File: src/rtl/flg_pkg.sv
package flg_pkg;
  localparam int LOCK_W = 4;

  typedef enum logic [2:0] {
    OP_PROG  = 3'd0,
    OP_SREAD = 3'd1,
    OP_SHWR  = 3'd2,
    OP_HREAD = 3'd3,
    OP_LOCK  = 3'd4
  } op_e;

  // bit 0 program, bit 1 soft read, bit 2 shadow write, bit 3 hardware read
  typedef struct packed {
    logic hw;
    logic shadow;
    logic rd;
    logic prog;
  } lock_t;
endpackage

File: src/rtl/flg_bank.sv
module flg_bank
  import flg_pkg::*;
#(
  parameter int DATA_W = 32,
  parameter bit INCR   = 1'b1
) (
  input  logic              clk,
  input  logic              rst_n,
  input  logic              sel,
  input  op_e               op,
  input  logic [DATA_W-1:0] wdata,
  output logic              ok,
  output logic [DATA_W-1:0] shadow_o,
  output lock_t             lock_o
);
  logic [DATA_W-1:0] fuse_q, fuse_d;
  logic [DATA_W-1:0] shadow_q, shadow_d;
  lock_t             lock_q, lock_d;
  logic              fuse_en, shadow_en, lock_en;
  logic              prog_ok;

  // programming rule picked per bank
  generate
    if (INCR) begin : g_incr
      assign prog_ok = !lock_q.prog && ((fuse_q & ~wdata) == '0);
    end else begin : g_ecc
      logic used_q;
      always_ff @(posedge clk or negedge rst_n) begin
        if (!rst_n)       used_q <= 1'b0;
        else if (fuse_en) used_q <= 1'b1;
      end
      assign prog_ok = !lock_q.prog && !used_q;
    end
  endgenerate

  always_comb begin
    case (op)
      OP_PROG:  ok = prog_ok;
      OP_SREAD: ok = !lock_q.rd;
      OP_SHWR:  ok = !lock_q.shadow;
      OP_HREAD: ok = 1'b1;
      OP_LOCK:  ok = 1'b1;
      default:  ok = 1'b0;
    endcase
    fuse_en   = sel && ok && (op == OP_PROG);
    shadow_en = sel && ok && ((op == OP_PROG) || (op == OP_SHWR));
    lock_en   = sel && (op == OP_LOCK);
    fuse_d    = wdata;
    shadow_d  = wdata;
    lock_d    = lock_q | lock_t'(wdata[LOCK_W-1:0]);
  end

  always_ff @(posedge clk or negedge rst_n) begin
    if (!rst_n)       fuse_q <= '0;
    else if (fuse_en) fuse_q <= fuse_d;
  end

  always_ff @(posedge clk or negedge rst_n) begin
    if (!rst_n)         shadow_q <= '0;
    else if (shadow_en) shadow_q <= shadow_d;
  end

  always_ff @(posedge clk or negedge rst_n) begin
    if (!rst_n)       lock_q <= '0;
    else if (lock_en) lock_q <= lock_d;
  end

  assign shadow_o = shadow_q;
  assign lock_o   = lock_q;
endmodule

File: src/rtl/flg_rsp.sv
module flg_rsp #(
  parameter int DATA_W = 32
) (
  input  logic              clk,
  input  logic              rst_n,
  input  logic              in_valid,
  input  logic              in_err,
  input  logic [DATA_W-1:0] in_data,
  output logic              rsp_valid,
  output logic              rsp_err,
  output logic [DATA_W-1:0] rsp_data
);
  logic              valid_d, err_d;
  logic [DATA_W-1:0] data_d;

  always_comb begin
    valid_d = in_valid;
    err_d   = in_valid && in_err;
    data_d  = (in_valid && !in_err) ? in_data : '0;
  end

  always_ff @(posedge clk or negedge rst_n) begin
    if (!rst_n) begin
      rsp_valid <= 1'b0;
      rsp_err   <= 1'b0;
      rsp_data  <= '0;
    end else begin
      rsp_valid <= valid_d;
      rsp_err   <= err_d;
      rsp_data  <= data_d;
    end
  end
endmodule

File: src/rtl/fuse_lock_gate.sv
module fuse_lock_gate
  import flg_pkg::*;
#(
  parameter int                  NUM_BANKS = 8,
  parameter int                  DATA_W    = 32,
  parameter logic [NUM_BANKS-1:0] INCR_MASK = 8'h0F,
  localparam int                 BANK_W    = (NUM_BANKS > 1) ? $clog2(NUM_BANKS) : 1
) (
  input  logic              clk,
  input  logic              rst_ni,
  input  logic              req_valid,
  input  logic [2:0]        req_op,
  input  logic [BANK_W-1:0] req_bank,
  input  logic [DATA_W-1:0] req_data,
  output logic              rsp_valid,
  output logic              rsp_err,
  output logic [DATA_W-1:0] rsp_data
);
  localparam logic [BANK_W:0] NB = NUM_BANKS[BANK_W:0];

  // reset: asserted asynchronously, released on the clock
  logic rst_s1, rst_n;
  always_ff @(posedge clk or negedge rst_ni) begin
    if (!rst_ni) begin
      rst_s1 <= 1'b0;
      rst_n  <= 1'b0;
    end else begin
      rst_s1 <= 1'b1;
      rst_n  <= rst_s1;
    end
  end

  op_e               op;
  logic              op_known, bank_in;
  logic [NUM_BANKS-1:0] bank_ok;
  logic [DATA_W-1:0] bank_shadow [NUM_BANKS];
  lock_t             bank_lock   [NUM_BANKS];
  logic [LOCK_W*NUM_BANKS-1:0] lock_flat;

  assign op       = op_e'(req_op);
  assign op_known = (req_op <= 3'd4);
  assign bank_in  = ({1'b0, req_bank} < NB);

  generate
    for (genvar g = 0; g < NUM_BANKS; g++) begin : g_bank
      logic sel;
      assign sel = req_valid && op_known && bank_in &&
                   (req_bank == g[BANK_W-1:0]);
      flg_bank #(
        .DATA_W (DATA_W),
        .INCR   (INCR_MASK[g])
      ) bank_i (
        .clk      (clk),
        .rst_n    (rst_n),
        .sel      (sel),
        .op       (op),
        .wdata    (req_data),
        .ok       (bank_ok[g]),
        .shadow_o (bank_shadow[g]),
        .lock_o   (bank_lock[g])
      );
      assign lock_flat[g*LOCK_W +: LOCK_W] = bank_lock[g];
    end
  endgenerate

  logic              cur_ok;
  logic [DATA_W-1:0] cur_shadow;
  lock_t             cur_lock;
  logic              acc_err;
  logic [DATA_W-1:0] acc_data;

  always_comb begin
    cur_ok     = 1'b0;
    cur_shadow = '0;
    cur_lock   = '0;
    for (int i = 0; i < NUM_BANKS; i++) begin
      if (req_bank == i[BANK_W-1:0]) begin
        cur_ok     = bank_ok[i];
        cur_shadow = bank_shadow[i];
        cur_lock   = bank_lock[i];
      end
    end
    acc_err = !(op_known && bank_in && cur_ok);
    case (op)
      OP_SREAD: acc_data = cur_shadow;
      OP_HREAD: acc_data = cur_lock.hw ? '0 : cur_shadow;
      default:  acc_data = '0;
    endcase
  end

  flg_rsp #(.DATA_W(DATA_W)) rsp_i (
    .clk       (clk),
    .rst_n     (rst_n),
    .in_valid  (req_valid),
    .in_err    (acc_err),
    .in_data   (acc_data),
    .rsp_valid (rsp_valid),
    .rsp_err   (rsp_err),
    .rsp_data  (rsp_data)
  );
endmodule

File: config.mk
export PLATFORM = sky130hd
export DESIGN_NAME = fuse_lock_gate
export DESIGN_NICKNAME = d
export VERILOG_FILES = /design/src/rtl/flg_pkg.sv /design/src/rtl/flg_bank.sv /design/src/rtl/flg_rsp.sv /design/src/rtl/fuse_lock_gate.sv
export SDC_FILE = /design/constraint.sdc
export NUM_CORES = 1
export LEC_CHECK = 0
export ABC_AREA = 1
export BUFFER_PORTS_ARGS = -buffer_cell sky130_fd_sc_hd__buf_2
export CAP_MARGIN = 0
export CORE_ASPECT_RATIO = 0.75
export CORE_MARGIN = 5
export CORE_UTILIZATION = 50
export CTS_CLUSTER_DIAMETER = 120
export DETAILED_ROUTE_END_ITERATION = 7
export GPL_ROUTABILITY_DRIVEN = 0
export PLACE_DENSITY = 0.67
export SYNTH_ARGS = -nofsm -noshare
export SYNTH_HDL_FRONTEND = slang
export SYNTH_SLANG_ARGS = --single-unit
File: constraint.sdc
create_clock -name clk -period 35.2 [get_ports clk]
set_clock_uncertainty 0.1 [all_clocks]
set_input_delay 1.76 -clock clk [delete_from_list [all_inputs] [get_ports clk]]
set_output_delay 1.76 -clock clk [all_outputs]
set_load 0.02 [all_outputs]
==> results.tsv <==
stage	metric	value	unit
grt	Congestion Overflow GR	0	
clock_network	CTS sink count	456	
clock_network	TritonCTS buffer count	45	
grt	largest net degree at the start of global routing	166	
setup_path	critical-path cell list	buf_2, inv_1, nand2_1, nand2_1, nor2_1, nand2_1, nor2_1, nand3_1, nand2_1, nand2_1, nand2_1, o21ai_1, nand3_1, nand2_1, nand2_1, nand3_2, nor2_1	
finish	final-layout fill cell count	3571	
power	Max IR drop VDD	0.0339	mV
setup_path	CP Launch Type	input pin	
grt	vias in the first global route	15000	
floorplanning	Boundary Pins	75	
clock_network	post-cts resize count	0	
floorplanning	die width	237	um
grt	met3 Use GR	6.86	%
placed_design	IO buf count	74	
timing	Highest Clock Rate	234	MHz
finish	commonest non-fill, non-tap cell in the layout	nand2_1	
synthesis	Avg Cell Area, Syn	8.73	um2
routing	DR WL/cell	20.4	um
clock_network	htree depth	2	
routing	drt drc	0	
timing	Slew headroom	23.7	%
clock_network	Clk Tree Root Cell	clkbuf_16	
synthesis	Synth warnings	0	
synthesis	mapped cell area	19200	um2
placed_design	HPWL Detailed	33.9	mm
timing	sum of negative setup slack	0	ns
grt	gr usage total	26.1	%
finish	share of cells above drive strength 1	8.67	%
setup_path	WP depth	17	
setup_path	Largest stage delay, worst path	0.56	ns
synthesis	Synth area leader	dfrtp_1	
floorplanning	die area	42600	um2
setup_path	critical path data arrival time	4.63	ns
timing	Max Slew Vio Count	0	
timing	# setup viols final	0	
setup_path	sum of buffers and inverters on the critical path	2	
hold_path	Hold WC Path Type	reg -> reg	
timing	Tmin final	4.28	ns
routing	DR vias	15500	
routing	DR iter-0 viols	1707	
power	power per cell area	55.5	nW/um2
synthesis	Post-Syn Nets	2246	
routing	number of routed nets with antenna violations	0	
timing	final-report hold violation count	0	
power	leakage power	10.2	nW
setup_path	reg2reg path depth	2	
finish	area delta synth->final	10.7	%
setup_path	Setup Crit Path Kind	in -> reg	
synthesis	Synth Register Bits	456	
synthesis	Distinct cells, synth	34	
timing	final worst path period share	12.2	%
setup_path	Largest delay share family, worst path	simple AND/OR/NAND/NOR gates	
synthesis	cells after synthesis	2205	
flow_run	max_cap viols	0	
clock_network	TritonCTS clock tree	yes	
clock_network	hold buffers post-CTS	0	
clock_network	Worst-Skew Late Latency	0.55	ns
synthesis	fraction of post-synthesis cell area in the top cell type by area	59.3	%
routing	Vias/cell	5.67	
hold_path	Hold Path Stages	0	
grt	initial antenna violation count	0	
synthesis	Seq/Total Area, Yosys	59.3	%
timing	worst hold margin	0.255	ns
grt	global-route met1 utilization	40.5	%
setup_path	CP Capture Type	flip-flop	
finish	layout net count	2239	
setup_path	CP Max Fanout	32	
floorplanning	std cell rows	62	
setup_path	Worst path slowest cell	nand3_2	
setup_path	CP most frequent cell	nand2_1	
routing	Routed WL	55.8	mm
floorplanning	die height	180	um
synthesis	largest cells by area after synthesis	dfrtp_1 (59%), nand2_1 (13%), o21ai_0 (9.2%), nor2_1 (2.9%), clkbuf_1 (2.3%)	
clock_network	clk buf depth	3	
grt	first-pass GRT wire length	88.1	mm
timing	Slew @ Worst Pin	1.14	ns
run_status	status	finished clean	
grt	GRT busiest layer	met1	
finish	commonest non-fill, non-tap cells in the layout	nand2_1 (671), dfrtp_1 (455), o21ai_0 (353), nor2_1 (150)	
floorplanning	Core ar.	38200	um2
routing	first drt pass iteration count	5	
clock_network	Clk pin slew, worst setup/hold paths	0.06	ns
grt	M2 GR Usage	36.7	%
floorplanning	initial cell density of the core	50.4	%
timing	RSZ-0062 raised after global routing	false	
clock_network	Setup Buffers After CTS	0	
setup_path	Worst Path Required	35.55	ns
final cells by class:
class | instances | area [um2] | area share (%)
multi-input combinational | 1502 | 6920 | 32.5
clock buffer | 68 | 1280 | 6.02
clock inverter | 7 | 110 | 0.517
inverter | 95 | 359 | 1.69
tap | 512 | 641 | 3.01
timing repair buffer | 98 | 563 | 2.64
antenna | 1 | 2.50 | 0.0118
sequential | 456 | 11400 | 53.6
cell usage after synthesis, drive strengths merged:
| library cell | number |
|---|---|
| o2111ai | 14 |
| nor3 | 7 |
| o21ai | 401 |
| o21a | 29 |
| conb | 1 |
| nand4 | 18 |
| buf | 35 |
| a22oi | 20 |
| nand3 | 88 |
| a221oi | 15 |
| dfrtp | 456 |
| inv | 95 |
| a21oi | 56 |
| clkbuf | 117 |
| a211oi | 1 |
| o211ai | 1 |
| o31ai | 1 |
| or2 | 2 |
| nand2 | 674 |
| o21bai | 14 |
| o22ai | 3 |
| nor2 | 157 |
report_power, final:
group / internal, mW / switching, mW
logic: 0.0368 / 0.0751
registers: 0.571 / 0.0278
clock network: 0.271 / 0.199
total: 0.879 / 0.302
worst reg2reg max path, stage by stage, from the launching register on:
cell     delay, ns
dfrtp_4       1.12
buf_12        0.66
buf_4         1.09
sequential cells by signal, summed over array words and instances, names as in the netlist:
register,cells
g_bank.bank_i.fuse_q,128
rsp_i.rsp_data,32
rsp_i.rsp_err,1
g_bank.bank_i.lock_o,32
rst_n,1
g_bank.bank_i.shadow_o,256
rsp_i.rsp_valid,1
g_bank.bank_i.g_ecc.used_q,4
rst_s1,1
logic make-up (layout without fill, tap and decap cells):
logic type,after synthesis,count (layout),share of synthesized area (%)
other,1,2,0.0195
AOI/OAI and AO/OA,555,555,15.9
DFF,456,456,59.3
and+or+nand+nor,946,946,19.7
buffers and inverters,247,268,5.07
layer usage:
layer,routed length [um],vias to the layer above
met5,0,-
met4,1170,0
met3,5480,74
met2,23400,627
met1,25800,7613
li1,-,7209
per-stage QoR:
step	utilization [%]	setup slack (ns)	power [mW]	cell area (um2)	instances
after CTS	55.8	30.96	1.19	21300	2738
final	55.8	30.92	1.18	21300	2739
after global routing	55.8	30.67	1.23	21300	2738
after floorplan	-	21.45	0.677	19200	2205
after detailed placement	52.1	30.38	0.718	19900	2663
after global placement	52.1	30.44	0.714	19900	2663
worst paths after layout:
kind / startpoint / slack (ns) / to
hold / removal: rst_s1 / 0.25 / rst_n
setup / recovery: req_data[18] / 30.92 / rsp_i.rsp_data[27]
min in group asynchronous: rst_n / 0.43 / g_bank[0].bank_i.fuse_q[1]
hold reg to reg: rst_s1 / 0.25 / rst_n
setup reg to reg: rst_n / 32.15 / g_bank[3].bank_i.lock_o[1]
max in group asynchronous: rst_n / 32.15 / g_bank[3].bank_i.lock_o[1]
(Power assumes the default switching activity.)
